`src/rtl/tmr_pkg.sv`:
```
package tmr_pkg;
    typedef logic [2:0] addr_t;

    localparam addr_t ADDR_STAT   = 3'd0;
    localparam addr_t ADDR_CNT_HI = 3'd1;
    localparam addr_t ADDR_CNT_LO = 3'd2;
    localparam addr_t ADDR_MOD_HI = 3'd3;
    localparam addr_t ADDR_MOD_LO = 3'd4;

    localparam int FLAG_BIT = 7;
    localparam int IE_BIT   = 6;
    localparam int CTR_BIT  = 5;

    typedef enum logic [1:0] {
        LAT_EMPTY   = 2'd0,
        LAT_HI_HELD = 2'd1,
        LAT_LO_HELD = 2'd2
    } lat_e;
endpackage

```
`src/rtl/tmr_mod_reg.sv`:
```
module tmr_mod_reg #(
    parameter int CNT_W = 16
) (
    input  logic               clk,
    input  logic               rst_n,
    input  logic               wr_hi,
    input  logic               wr_lo,
    input  logic [CNT_W/2-1:0] wdata,
    output logic [CNT_W-1:0]   mod_val,
    output logic               pend
);
    localparam int BW = CNT_W / 2;

    typedef struct packed {
        logic [BW-1:0]    stage_hi;
        logic [BW-1:0]    stage_lo;
        logic             seen_hi;
        logic             seen_lo;
        logic [CNT_W-1:0] active;
    } mod_st_t;

    mod_st_t st_d, st_q;

    always_comb begin
        st_d = st_q;
        if (wr_hi) begin
            st_d.stage_hi = wdata;
            if (st_q.seen_lo) begin
                st_d.active  = {wdata, st_q.stage_lo};
                st_d.seen_lo = 1'b0;
                st_d.seen_hi = 1'b0;
            end else begin
                st_d.seen_hi = 1'b1;
            end
        end else if (wr_lo) begin
            st_d.stage_lo = wdata;
            if (st_q.seen_hi) begin
                st_d.active  = {st_q.stage_hi, wdata};
                st_d.seen_lo = 1'b0;
                st_d.seen_hi = 1'b0;
            end else begin
                st_d.seen_lo = 1'b1;
            end
        end
    end

    always_ff @(posedge clk or negedge rst_n) begin
        if (!rst_n) st_q <= '0;
        else        st_q <= st_d;
    end

    assign mod_val = st_q.active;
    assign pend    = st_q.seen_hi | st_q.seen_lo;
endmodule

```
`src/rtl/tmr_counter.sv`:
```
module tmr_counter #(
    parameter int CNT_W = 16
) (
    input  logic             clk,
    input  logic             rst_n,
    input  logic             tick,
    input  logic             freeze,
    input  logic             centre,
    input  logic             clr,
    input  logic [CNT_W-1:0] mod_val,
    output logic [CNT_W-1:0] cnt,
    output logic             down,
    output logic             wrap_evt
);
    localparam logic [CNT_W-1:0] ALL_ONES = {CNT_W{1'b1}};
    localparam logic [CNT_W-1:0] ONE      = {{(CNT_W-1){1'b0}}, 1'b1};

    typedef struct packed {
        logic [CNT_W-1:0] cnt;
        logic             down;
    } cnt_st_t;

    cnt_st_t st_d, st_q;
    logic [CNT_W-1:0] term;
    logic             step;

    assign term = (mod_val == '0) ? ALL_ONES : mod_val;
    assign step = tick & ~freeze & ~clr;

    always_comb begin
        st_d     = st_q;
        wrap_evt = 1'b0;
        if (clr) begin
            st_d.cnt  = '0;
            st_d.down = 1'b0;
        end else if (step) begin
            if (!centre) begin
                st_d.down = 1'b0;
                if (st_q.cnt == term) begin
                    st_d.cnt = '0;
                    wrap_evt = 1'b1;
                end else begin
                    st_d.cnt = st_q.cnt + ONE;
                end
            end else if (st_q.down) begin
                if (st_q.cnt == '0) begin
                    st_d.cnt  = ONE;
                    st_d.down = 1'b0;
                    wrap_evt  = 1'b1;
                end else begin
                    st_d.cnt = st_q.cnt - ONE;
                end
            end else begin
                if (st_q.cnt == term) begin
                    st_d.cnt  = st_q.cnt - ONE;
                    st_d.down = 1'b1;
                end else begin
                    st_d.cnt = st_q.cnt + ONE;
                end
            end
        end
    end

    always_ff @(posedge clk or negedge rst_n) begin
        if (!rst_n) st_q <= '0;
        else        st_q <= st_d;
    end

    assign cnt  = st_q.cnt;
    assign down = st_q.down;
endmodule

```
`src/rtl/tmr_rd_latch.sv`:
```
module tmr_rd_latch
    import tmr_pkg::*;
#(
    parameter int BW = 8
) (
    input  logic          clk,
    input  logic          rst_n,
    input  logic          rd_hi,
    input  logic          rd_lo,
    input  logic          freeze,
    input  logic          clr,
    input  logic [BW-1:0] cnt_hi,
    input  logic [BW-1:0] cnt_lo,
    output logic [BW-1:0] hi_byte,
    output logic [BW-1:0] lo_byte,
    output lat_e          state
);
    typedef struct packed {
        lat_e          state;
        logic [BW-1:0] held;
    } lat_st_t;

    lat_st_t st_d, st_q;

    always_comb begin
        st_d = st_q;
        if (clr) begin
            st_d.state = LAT_EMPTY;
            st_d.held  = '0;
        end else if (!freeze) begin
            if (rd_hi) begin
                if (st_q.state == LAT_HI_HELD) begin
                    st_d.state = LAT_EMPTY;
                end else begin
                    st_d.state = LAT_LO_HELD;
                    st_d.held  = cnt_lo;
                end
            end else if (rd_lo) begin
                if (st_q.state == LAT_LO_HELD) begin
                    st_d.state = LAT_EMPTY;
                end else begin
                    st_d.state = LAT_HI_HELD;
                    st_d.held  = cnt_hi;
                end
            end
        end
    end

    always_ff @(posedge clk or negedge rst_n) begin
        if (!rst_n) begin
            st_q.state <= LAT_EMPTY;
            st_q.held  <= '0;
        end else begin
            st_q <= st_d;
        end
    end

    assign hi_byte = (st_q.state == LAT_HI_HELD) ? st_q.held : cnt_hi;
    assign lo_byte = (st_q.state == LAT_LO_HELD) ? st_q.held : cnt_lo;
    assign state   = st_q.state;
endmodule

```
`src/rtl/tmr_modulo_timer.sv`:
```
module tmr_modulo_timer
    import tmr_pkg::*;
#(
    parameter int CNT_W = 16
) (
    input  logic                clk,
    input  logic                rst_n,
    input  logic                tick,
    input  logic                dbg_freeze,
    input  logic                wr_en,
    input  logic                rd_en,
    input  logic [2:0]          addr,
    input  logic [CNT_W/2-1:0]  wdata,
    output logic [CNT_W/2-1:0]  rdata,
    output logic                irq
);
    localparam int BW = CNT_W / 2;

    typedef struct packed {
        logic flag;
        logic armed;
        logic ie;
        logic centre;
    } stat_st_t;

    stat_st_t st_d, st_q;

    logic             wr_stat, rd_stat, wr_cnt;
    logic             wr_mhi, wr_mlo, rd_chi, rd_clo;
    logic [CNT_W-1:0] mod_val, cnt;
    logic             pend, down, wrap_evt;
    logic [BW-1:0]    hi_byte, lo_byte;
    lat_e             lat_state;

    assign wr_stat = wr_en & (addr == ADDR_STAT);
    assign rd_stat = rd_en & (addr == ADDR_STAT);
    assign wr_cnt  = wr_en & ((addr == ADDR_CNT_HI) | (addr == ADDR_CNT_LO));
    assign wr_mhi  = wr_en & (addr == ADDR_MOD_HI);
    assign wr_mlo  = wr_en & (addr == ADDR_MOD_LO);
    assign rd_chi  = rd_en & (addr == ADDR_CNT_HI);
    assign rd_clo  = rd_en & (addr == ADDR_CNT_LO);

    tmr_mod_reg #(.CNT_W(CNT_W)) u_mod (
        .clk     (clk),
        .rst_n   (rst_n),
        .wr_hi   (wr_mhi),
        .wr_lo   (wr_mlo),
        .wdata   (wdata),
        .mod_val (mod_val),
        .pend    (pend)
    );

    tmr_counter #(.CNT_W(CNT_W)) u_cnt (
        .clk      (clk),
        .rst_n    (rst_n),
        .tick     (tick),
        .freeze   (dbg_freeze),
        .centre   (st_q.centre),
        .clr      (wr_cnt),
        .mod_val  (mod_val),
        .cnt      (cnt),
        .down     (down),
        .wrap_evt (wrap_evt)
    );

    tmr_rd_latch #(.BW(BW)) u_lat (
        .clk     (clk),
        .rst_n   (rst_n),
        .rd_hi   (rd_chi),
        .rd_lo   (rd_clo),
        .freeze  (dbg_freeze),
        .clr     (wr_cnt),
        .cnt_hi  (cnt[CNT_W-1:BW]),
        .cnt_lo  (cnt[BW-1:0]),
        .hi_byte (hi_byte),
        .lo_byte (lo_byte),
        .state   (lat_state)
    );

    always_comb begin
        st_d = st_q;
        if (rd_stat && st_q.flag) st_d.armed = 1'b1;
        if (wr_stat) begin
            st_d.ie     = wdata[IE_BIT];
            st_d.centre = wdata[CTR_BIT];
            st_d.armed  = 1'b0;
            if (!wdata[FLAG_BIT] && st_q.armed && st_q.flag) st_d.flag = 1'b0;
        end
        if (wrap_evt && !pend) st_d.flag = 1'b1;
    end

    always_ff @(posedge clk or negedge rst_n) begin
        if (!rst_n) st_q <= '0;
        else        st_q <= st_d;
    end

    always_comb begin
        rdata = '0;
        case (addr)
            ADDR_STAT: begin
                rdata[FLAG_BIT] = st_q.flag;
                rdata[IE_BIT]   = st_q.ie;
                rdata[CTR_BIT]  = st_q.centre;
            end
            ADDR_CNT_HI: rdata = hi_byte;
            ADDR_CNT_LO: rdata = lo_byte;
            ADDR_MOD_HI: rdata = mod_val[CNT_W-1:BW];
            ADDR_MOD_LO: rdata = mod_val[BW-1:0];
            default:     rdata = '0;
        endcase
    end

    assign irq = st_q.flag & st_q.ie;
endmodule

```
`config.mk`:
```
export PLATFORM = sky130hd
export DESIGN_NAME = tmr_modulo_timer
export DESIGN_NICKNAME = d
export VERILOG_FILES = /design/src/rtl/tmr_pkg.sv /design/src/rtl/tmr_mod_reg.sv /design/src/rtl/tmr_counter.sv /design/src/rtl/tmr_rd_latch.sv /design/src/rtl/tmr_modulo_timer.sv
export SDC_FILE = /design/constraint.sdc
export NUM_CORES = 1
export LEC_CHECK = 0
export BUFFER_PORTS_ARGS = -buffer_cell sky130_fd_sc_hd__buf_2
export CORE_MARGIN = 1.5
export CORE_UTILIZATION = 46
export CTS_CLUSTER_DIAMETER = 150
export DETAILED_ROUTE_END_ITERATION = 8
export HOLD_SLACK_MARGIN = 0.06
export PLACE_DENSITY_LB_ADDON = 0.25
export SKIP_CTS_REPAIR_TIMING = 1
export SYNTH_ARGS = -nofsm -noshare
export SYNTH_HDL_FRONTEND = slang
export SYNTH_SLANG_ARGS = --single-unit
export TNS_END_PERCENT = 1
```
`constraint.sdc`:
```
create_clock -name clk -period 4.4 [get_ports clk]
set_input_delay 0.66 -clock clk [delete_from_list [all_inputs] [get_ports clk]]
set_output_delay 0.66 -clock clk [all_outputs]
set_load 0.005 [all_outputs]
```
### Yosys cells after proc, flatten, opt, wreduce, memory -nomap -nowiden

Cells that the tools add are included.

| operators by class | value |
|---|---|
| $add $sub $neg | 2 |
| multipliers | 0 |
| div/mod/pow operators | 0 |
| $lt $le $gt $ge | 0 |
| eq/ne operators | 11 |
| shift-type cells | 0 |
| mux-type cells | 37 |
| bitwise logic cells | 15 |
| reductions and logical operators | 21 |

Operators by type and width:

| operator | number |
|---|---|
| $mux W16 | 6 |
| $mux W17 | 4 |
| $mux W10 | 4 |
| $mux W18 | 2 |
| $logic_not A16 Y1 | 2 |
| $mux W8 | 4 |
| $pmux W5 S4 | 1 |
| $add A16 B1 Y16 const B | 1 |
| $eq A16 B16 Y1 | 1 |
| $sub A16 B1 Y16 const B | 1 |
| $pmux W3 S5 | 1 |
| $mux W1 | 13 |
| $reduce_bool A2 Y1 | 6 |
| $and A1 B1 Y1 | 10 |
| $eq A3 B2 Y1 const B | 2 |
| $ne A3 B3 Y1 const B | 2 |
| $reduce_and A2 Y1 | 3 |
| $logic_and A1 B1 Y1 | 4 |
| $mux W4 | 1 |
| $reduce_and A4 Y1 | 1 |
| $eq A3 B1 Y1 const B | 1 |
| $eq A3 B3 Y1 const B | 1 |
| $logic_not A3 Y1 | 1 |
| $not A1 Y1 | 3 |
| 9 further kinds | 11 |

| storage, ports and cells | value |
|---|---|
| register bits | 65 |
| latch bits | 0 |
| RAM bits | 0 |
| ROM bits | 0 |
| input port bits | 17 |
| output and inout bits | 9 |
| logic and storage cells | 99 |
| memories kept | 0 |

### Longest topological paths before layout

Gate-level depths: netlist of the first run.

| logic depth | value |
|---|---|
| depth after elaboration | 10 |
| mapped depth | 11 |
| mapped depth without buffers | 9 |

### Modules after synthesis

Synthesis of the first run repeated with hierarchy kept, for this count alone.

| unflattened totals | value |
|---|---|
| cells, all modules | 590 |
| area total of the unflattened synthesis | 5499.0 µm² |

By module, submodules not included:

| module | instances | cells an instance | area each (µm²) | sequential area each (µm²) |
|---|---|---|---|---|
| tmr_counter | 1 | 305 | 2215.9 | 425.4 |
| tmr_mod_reg | 1 | 153 | 1976.9 | 850.8 |
| tmr_rd_latch | 1 | 72 | 770.7 | 250.2 |
| tmr_modulo_timer | 1 | 60 | 535.5 | 100.1 |

### Worst setup path before layout of the first run

OpenSTA, ideal clock, no wires.

| path | value |
|---|---|
| path kind | input -> register |
| start point | in addr[1] |
| end point | reg u_cnt.st_q, in the netlist u_cnt.cnt[15] |
| setup time | 86 ps |
| arrival | 2497 ps |
| required time | 4314 ps |
| setup slack | 1817 ps |
| cell stages on the path | 9 |
| buffers on the path | 2 |
| path through | clkbuf_1 xnor2_1 or2_2 clkbuf_1 nand2_1 a211oi_2 o21ai_4 or3_1 a32oi_1 |

| between the ends | value |
|---|---|
| cells in the longest elaborated chain, start to end | 6 |
| elaborated cells between the ends (all ways) | 8 |
| those cells by class | eq/ne (2); mux (1); bitwise (4); reduce/logical (1) |

RTL lines:

| element | line | source |
|---|---|---|
| start, declared | tmr_modulo_timer.sv:12 | `input logic [2:0] addr,` |
| $eq A3 B1 Y1 or $eq A3 B2 Y1 (tied branches) | tmr_modulo_timer.sv:37 | `assign wr_cnt = wr_en & ((addr == ADDR_CNT_HI) \| (addr == ADDR_CNT_LO));` |
| $or A1 B1 Y1 * | tmr_modulo_timer.sv:37 |  |
| $and A1 B1 Y1 * | tmr_modulo_timer.sv:37 |  |
| $not A1 Y1 | tmr_counter.sv:28 | `assign step = tick & ~freeze & ~clr;` |
| $and A1 B1 Y1 | tmr_counter.sv:28 |  |
| $reduce_bool A2 Y1 (no source line) | -- |  |
| end signal, assigned | tmr_counter.sv:66 | `else st_q <= st_d;` |
| end, declared | tmr_counter.sv:23 | `cnt_st_t st_d, st_q;` |

Every way passes the cells marked *; elsewhere a longest branch is shown, timed or not.
A chain may end at the register's enable or synchronous reset.

### Worst setup path in the final report of the first run

| path | value |
|---|---|
| start point | reg u_mod.st_q, in the netlist u_mod.mod_val[7] |
| end point | reg st_q[3] in the netlist's numbering |

| between the ends | value |
|---|---|
| cells in the longest elaborated chain, start to end | 10 |
| elaborated cells between the ends (all ways) | 12 |
| those cells by class | eq/ne (1); mux (6); reduce/logical (5) |

RTL lines:

| element | line | source |
|---|---|---|
| start, declared | tmr_mod_reg.sv:22 | `mod_st_t st_d, st_q;` |
| start signal, assigned | tmr_mod_reg.sv:49 | `else st_q <= st_d;` |
| $logic_not A16 Y1 | tmr_counter.sv:27 | `assign term = (mod_val == '0) ? ALL_ONES : mod_val;` |
| $mux W16 * | tmr_counter.sv:27 |  |
| $eq A16 B16 Y1 * | tmr_counter.sv:39 | `if (st_q.cnt == term) begin` |
| $mux W1 * | tmr_counter.sv:39 |  |
| $mux W1 * | tmr_counter.sv:37 | `if (!centre) begin` |
| $mux W1 * | tmr_counter.sv:36 | `end else if (step) begin` |
| $mux W1 * | tmr_counter.sv:33 | `if (clr) begin` |
| $logic_and A1 B1 Y1 * | tmr_modulo_timer.sv:89 | `if (wrap_evt && !pend) st_d.flag = 1'b1;` |
| $reduce_bool A2 Y1 (no source line) | -- |  |
| $reduce_and A2 Y1 (no source line) | -- |  |
| end signal, assigned | tmr_modulo_timer.sv:94 | `else st_q <= st_d;` |
| end, declared | tmr_modulo_timer.sv:26 | `stat_st_t st_d, st_q;` |

Marked as above.

==> results of run 1 <==
## cells in the final DEF, fill, tap and decap left out, types with 4 or more instances in the layout
cell type,count
nor4_1,11
nor2_1,70
a31oi_1,12
o22ai_1,7
and3_1,9
mux2i_1,14
clkbuf_8,9
nor3_1,10
a21oi_1,36
nor2b_1,4
mux2_2,17
nor3b_1,5
a22oi_1,6
nand2_1,95
nand2b_1,9
a41oi_1,14
dfrtp_1,65
nand4_1,5
buf_2,25
a41oi_2,4
nand3_1,18
xnor2_1,25
nor4_4,4
o21ai_0,29
or2_2,4
inv_1,9
## state kept, by name, indices dropped and copies added (netlist names)
name and count:
u_cnt.down 1, st_q 4, u_mod.st_q 18, u_lat.st_q 8, u_cnt.cnt 16, u_lat.state 2, u_mod.mod_val 16
## layout make-up
| class | count | area (sq um) | share of cell area |
|---|---|---|---|
| flip-flops and latches | 65 | 1630 | 0.325 |
| repair buffers | 28 | 148 | 0.0295 |
| clock inverters | 7 | 101 | 0.0203 |
| well taps | 133 | 166 | 0.0333 |
| inverters | 9 | 33.8 | 0.00676 |
| clock buffers | 9 | 124 | 0.0248 |
| multi-input cells | 455 | 2800 | 0.560 |
## stage by stage
stage	power, uW	instance area, sq um	cells
floorplan	1580	4670	573
global placement	1790	4770	690
detailed placement	1810	4770	690
CTS	2410	5000	706
global route	2550	5000	706
finish	2420	5000	706
## power breakdown
| group | switching, uW | internal (uW) | total, uW |
|---|---|---|---|
| Combinational | 504 | 356 | 860 |
| Clock | 273 | 323 | 597 |
| Sequential | 232 | 731 | 962 |
## logic make-up (layout without fill, tap and decap cells)
family	Yosys count	after routing	synth area share
XOR/XNOR	28	28	0.0542
flip-flops	65	65	0.349
AND/OR/NAND/NOR	254	254	0.263
buffers and inverters	53	53	0.0515
multiplexers	31	31	0.0711
AO/OA/AOI/OAI	139	139	0.204
adder cells (fa/ha/maj)	3	3	0.00805
## path summary, 6_finish.rpt
| path | cells past startpoint | slack, ps | startpoint | end |
|---|---|---|---|---|
| worst max-delay path | 8 | 860 | u_mod.mod_val[7]$_DFFE_PN0P_ | st_q[3]$_DFFE_PN0P_ |
| worst min-delay path | 1 | 320 | rst_n | u_cnt.cnt[12]$_DFFE_PN0P_ |
| worst max register to register | 8 | 860 | u_mod.mod_val[7]$_DFFE_PN0P_ | st_q[3]$_DFFE_PN0P_ |
| worst min register to register | 2 | 480 | u_mod.st_q[27]$_DFFE_PN0P_ | u_mod.st_q[27]$_DFFE_PN0P_ |
| max in group asynchronous | 2 | 3130 | rst_n | u_mod.st_q[31]$_DFFE_PN0P_ |
| min in group clk | 2 | 480 | u_mod.st_q[27]$_DFFE_PN0P_ | u_mod.st_q[27]$_DFFE_PN0P_ |
## layer usage
layer,global-route usage,up-vias
li1,-,2035
met1,0.335,2162
met2,0.401,219
met3,0.0579,37
met4,0.111,0
met5,0,-
==> key figures, run 1 <==
Status
  – Status: finished, final reports clean

Global routing
  – Antenna violations before repair: 0
  – Gr ovfl total: 0
  – Global-route wire length before repair: 21800 microns
  – Largest net degree at the start of global routing: 36
  – Number of global-route vias before repair: 4315
  – All-Layer GR Usage: 0.254

Detailed routing
  – Amount of wire on met2 after detailed routing: 6260 microns
  – DRC violations left: 0
  – Number of iterations in the first detailed-routing pass: 7
  – Total met3 wirelength after detailed routing: 1090 microns
  – Routed met1 length: 5660 microns
  – WL final: 13400 microns
  – Routed len/inst: 19.0 microns
  – Via count: 4453
  – Count of nets left with antenna violations after detail routing: 0
  – Number of DRC violations after detailed-routing iteration 0: 335
  – Uppermost layer routed: met4
  – Routed vias/inst: 6.31

Place
  – Worst slack at placement: 948 ps
  – Port Buf Inserts: 25
  – Routability congestion estimate: 0.927
  – Estimated wirelength of the detail-placed design: 9570 microns

Worst setup path
  – Required time reported for the critical path endpoint: 4670 ps
  – Worst endpoint data arrival time: 3810 ps
  – Sequence of cells on the critical path: nor4_4, a41oi_1, xnor2_1, nor4_1, nand4_1, nor2_1, a41oi_1, o41ai_2
  – Crit path largest cell delay: 800 ps
  – Maximum fanout along the worst path: 16
  – Critical path buffers and inverters: 0
  – Type of origin of the critical path: flip-flop
  – Slowest cell on crit path: nor4_4
  – Cell family with most CP delay: simple AND/OR/NAND/NOR gates
  – Crit Path Category: reg2reg
  – Crit. End Element: flip-flop
  – Most Frequent Cell on Critical Path: a41oi_1

Timing
  – Setup TNS: 0 ps
  – Peak Freq: 0.282 GHz
  – Fin crit period: 3540 ps
  – Hold slack: 320 ps
  – Smallest setup slack after layout: 858 ps
  – Relative slew slack: 0.249
  – Final-report max-slew violation count: 0
  – Tightest Pin Transition: 1120 ps
  – Final setup violation count: 0
  – Part of the cycle the worst path needs: 0.805
  – Setup repair after global routing missed its margin: false
  – Hold Violations, Final: 0
  – Final setup skew: 11.2 ps

Logic synthesis
  – Register area share after synthesis: 0.349
  – Number of enable flip-flop cells after synthesis: 0
  – Cell count after synthesis: 573
  – Flip-flop and latch count after synthesis: 65
  – Fraction of registers with async set or reset after synthesis: 1.00
  – Netlist area before placement: 4670 sq um
  – Most common cell in the netlist: nand2_1
  – Most frequently used flop master after synthesis: dfrtp_1
  – Syn_area_per_cell: 8.14 sq um
  – Top cell type's share of synthesized area: 0.349
  – Most instantiated cells after synthesis: nand2_1 (95), nor2_1 (70), dfrtp_1 (65), a21oi_1 (36), clkbuf_1 (34)
  – Most area-hungry cell type in the Yosys netlist: dfrtp_1
  – Number of warnings printed during yosys synthesis: 0
  – Largest cells by area after synthesis: dfrtp_1 (35%), nand2_1 (7.6%), nor2_1 (5.6%)
  – Count of distinct cell types in the synthesized netlist: 60
  – Synthesized Nets: 593

Cells and area
  – Net count of the finished layout: 588
  – Area grow syn2layout: 7.13%
  – Core utilization of the finished layout: 0.509
  – Fill count: 986
  – Fraction of final layout cells sized beyond drive strength 1: 0.140
  – Diodes inserted: 0

Floorplan
  – Effective utilization at floorplan: 0.475
  – Die Wd: 104 microns
  – Placeable Area: 9820 sq um
  – Die outline area: 10800 sq um
  – Die span in y: 104 microns
  – FP Rows: 36
  – Top-level I/O count: 26

Clock network
  – Num CTS Buffers: 9
  – Number of clock sinks: 65
  – Clock root cell: clkbuf_8
  – Clock slew at the register clock pins of the worst setup and hold paths: 80 ps
  – TritonCTS clock tree: done
  – Source-to-sink clock delay at the later pin of the worst-skew pair: 380 ps
  – Maximum clock path buffer count: 2
  – Max H-tree Level: 3

Power and ir drop
  – Cell Pwr Density: 484 nW/um^2
  – Standby leakage power: 0.00204 uW
  – Worst vdd ir: 0.295 mV

Min path
  – Worst hold path type: in2async

Job
  – Max-cap check violation count: 0
Power figures use the tool's default switching activity.
==> run 2: changes to the inputs <==
Clock period 4.4 ns to 3.6 ns, I/O delays scaled along.
==> key figures, run 2 (synthesis gave the netlist of run 1 again) <==
Status
  – Status: finished, final reports clean

Floorplan
  – Die span in y: 104 microns
  – Placeable Area: 9820 sq um
  – Top-level I/O count: 26
  – Effective utilization at floorplan: 0.475
  – FP Rows: 36
  – Die Wd: 104 microns
  – Die outline area: 10800 sq um

Job
  – Max-cap check violation count: 0

Place
  – Port Buf Inserts: 25
  – Worst slack at placement: 553 ps
  – Routability congestion estimate: 0.912
  – Estimated wirelength of the detail-placed design: 9580 microns
  – Post-DP Area: 4910 sq um

Min path
  – Worst hold path type: in2async

Clock network
  – Source-to-sink clock delay at the later pin of the worst-skew pair: 380 ps
  – Max H-tree Level: 3
  – Num CTS Buffers: 9
  – Clock root cell: clkbuf_8
  – Number of clock sinks: 65
  – Clock slew at the register clock pins of the worst setup and hold paths: 90 ps
  – TritonCTS clock tree: done
  – Maximum clock path buffer count: 2

Timing
  – Final setup skew: 12.7 ps
  – Fin crit period: 3120 ps
  – Final-report max-slew violation count: 0
  – Final setup violation count: 0
  – Smallest setup slack after layout: 481 ps
  – Part of the cycle the worst path needs: 0.866
  – Peak Freq: 0.321 GHz
  – Hold Violations, Final: 0
  – Hold slack: 339 ps
  – Relative slew slack: 0.359
  – Tightest Pin Transition: 958 ps
  – Setup TNS: 0 ps
  – Setup repair after global routing missed its margin: false

Detailed routing
  – Routed vias/inst: 6.20
  – Routed len/inst: 18.8 microns
  – WL final: 13600 microns
  – DRC violations left: 0
  – Number of DRC violations after detailed-routing iteration 0: 417
  – Via count: 4486
  – Count of nets left with antenna violations after detail routing: 0
  – Number of iterations in the first detailed-routing pass: 5

Power and ir drop
  – Standby leakage power: 0.00213 uW
  – Worst vdd ir: 0.323 mV
  – Cell Pwr Density: 578 nW/um^2

Worst setup path
  – Startpoint of the worst-slack reg-to-reg timing path: u_mod.mod_val[5]$_DFFE_PN0P_
  – Crit Path Category: reg2reg
  – Required time reported for the critical path endpoint: 3880 ps
  – Crit. End Element: flip-flop
  – Worst endpoint data arrival time: 3400 ps
  – Register-to-register setup slack: 480 ps
  – Type of origin of the critical path: flip-flop
  – Maximum fanout along the worst path: 10
  – Cells on worst reg2reg path: 9
  – Endpoint of the most critical register-to-register path: u_cnt.cnt[15]$_DFFE_PN0P_

Cells and area
  – Flip-flop count of the largest register after layout: 18
  – Diodes inserted: 0
  – Post-route cell area: 5110 sq um
  – Commonest non-fill, non-tap cell in the layout: nand2_1
  – Net count of the finished layout: 606
  – Fill count: 943
  – Fraction of final layout cells sized beyond drive strength 1: 0.166
  – Biggest register: u_mod.st_q
  – Commonest cells after routing, fill and taps aside: nand2_1 (95), nor2_1 (70), dfrtp_1 (65)
  – Area grow syn2layout: 9.60%

Global routing
  – Gr ovfl total: 0
  – Global-route wire length before repair: 21700 microns
  – Number of global-route vias before repair: 4077
  – Largest net degree at the start of global routing: 66
  – Antenna violations before repair: 0
  – All-Layer GR Usage: 0.257
[run 2: cell types whose count changed in the layout (fill, tap and decap cells not counted), sizes merged]
cell and delta:
bufinv -1, clkinvlp -1, inv +3, clkinv -1, buf +18
[run 2: power breakdown]
| part | switching (uW) | leakage [uW] | internal [uW] | total (uW) |
|---|---|---|---|---|
| Sequential | 274 | 0.000829 | 893 | 1170 |
| Clock | 342 | 0.000102 | 332 | 674 |
| Combinational | 643 | 0.00120 | 473 | 1120 |
| Total | 1260 | 0.00213 | 1700 | 2960 |
[run 2: critical path, cell delays in order, from the launching register on]
cell,delay [ps]
dfrtp_1,450
nor4_4,490
buf_4,260
a41oi_1,180
xnor2_2,180
nor4_1,260
and4_1,490
o21ai_4,160
or3_1,390
a32oi_1,160
[run 2: area by class of cell]
cell class	instances	area, sq um	area share
timing repair buffer	46	283	0.0553
multi-input combinational	455	2800	0.547
clock buffer	9	124	0.0242
tap	133	166	0.0325
inverter	9	33.8	0.00661
sequential	65	1630	0.318
clock inverter	7	81.3	0.0159
[run 2: stage by stage]
step,util,total power (uW),std cells
2_1_floorplan,-,1940,573
3_3_place_gp,0.500,2250,708
3_5_place_dp,0.500,2270,708
4_1_cts,0.521,2950,724
5_1_grt,0.521,3130,724
6_report,0.521,2960,724
[run 2: worst max path at each step]
stage / from / end / slack, ps
finish: u_mod.mod_val[5]$_DFFE_PN0P_ / u_cnt.cnt[15]$_DFFE_PN0P_ / 480
global route: u_mod.mod_val[5]$_DFFE_PN0P_ / u_cnt.cnt[15]$_DFFE_PN0P_ / 240
CTS: u_mod.mod_val[5]$_DFFE_PN0P_ / u_cnt.cnt[15]$_DFFE_PN0P_ / 520
detailed placement: u_mod.mod_val[5]$_DFFE_PN0P_ / u_cnt.cnt[15]$_DFFE_PN0P_ / 550
global placement: u_mod.mod_val[5]$_DFFE_PN0P_ / u_cnt.cnt[15]$_DFFE_PN0P_ / 690
floorplan: u_mod.mod_val[11]$_DFFE_PN0P_ / u_cnt.cnt[15]$_DFFE_PN0P_ / 1090
[run 2: metal layers]
layer / vias to the layer above / global-route usage / part of all wire
li1: 2089 / - / -
met1: 2197 / 0.363 / 0.44
met2: 180 / 0.400 / 0.47
met3: 20 / 0.0434 / 0.073
met4: 0 / 0.0863 / 0.016
met5: - / 0 / 0
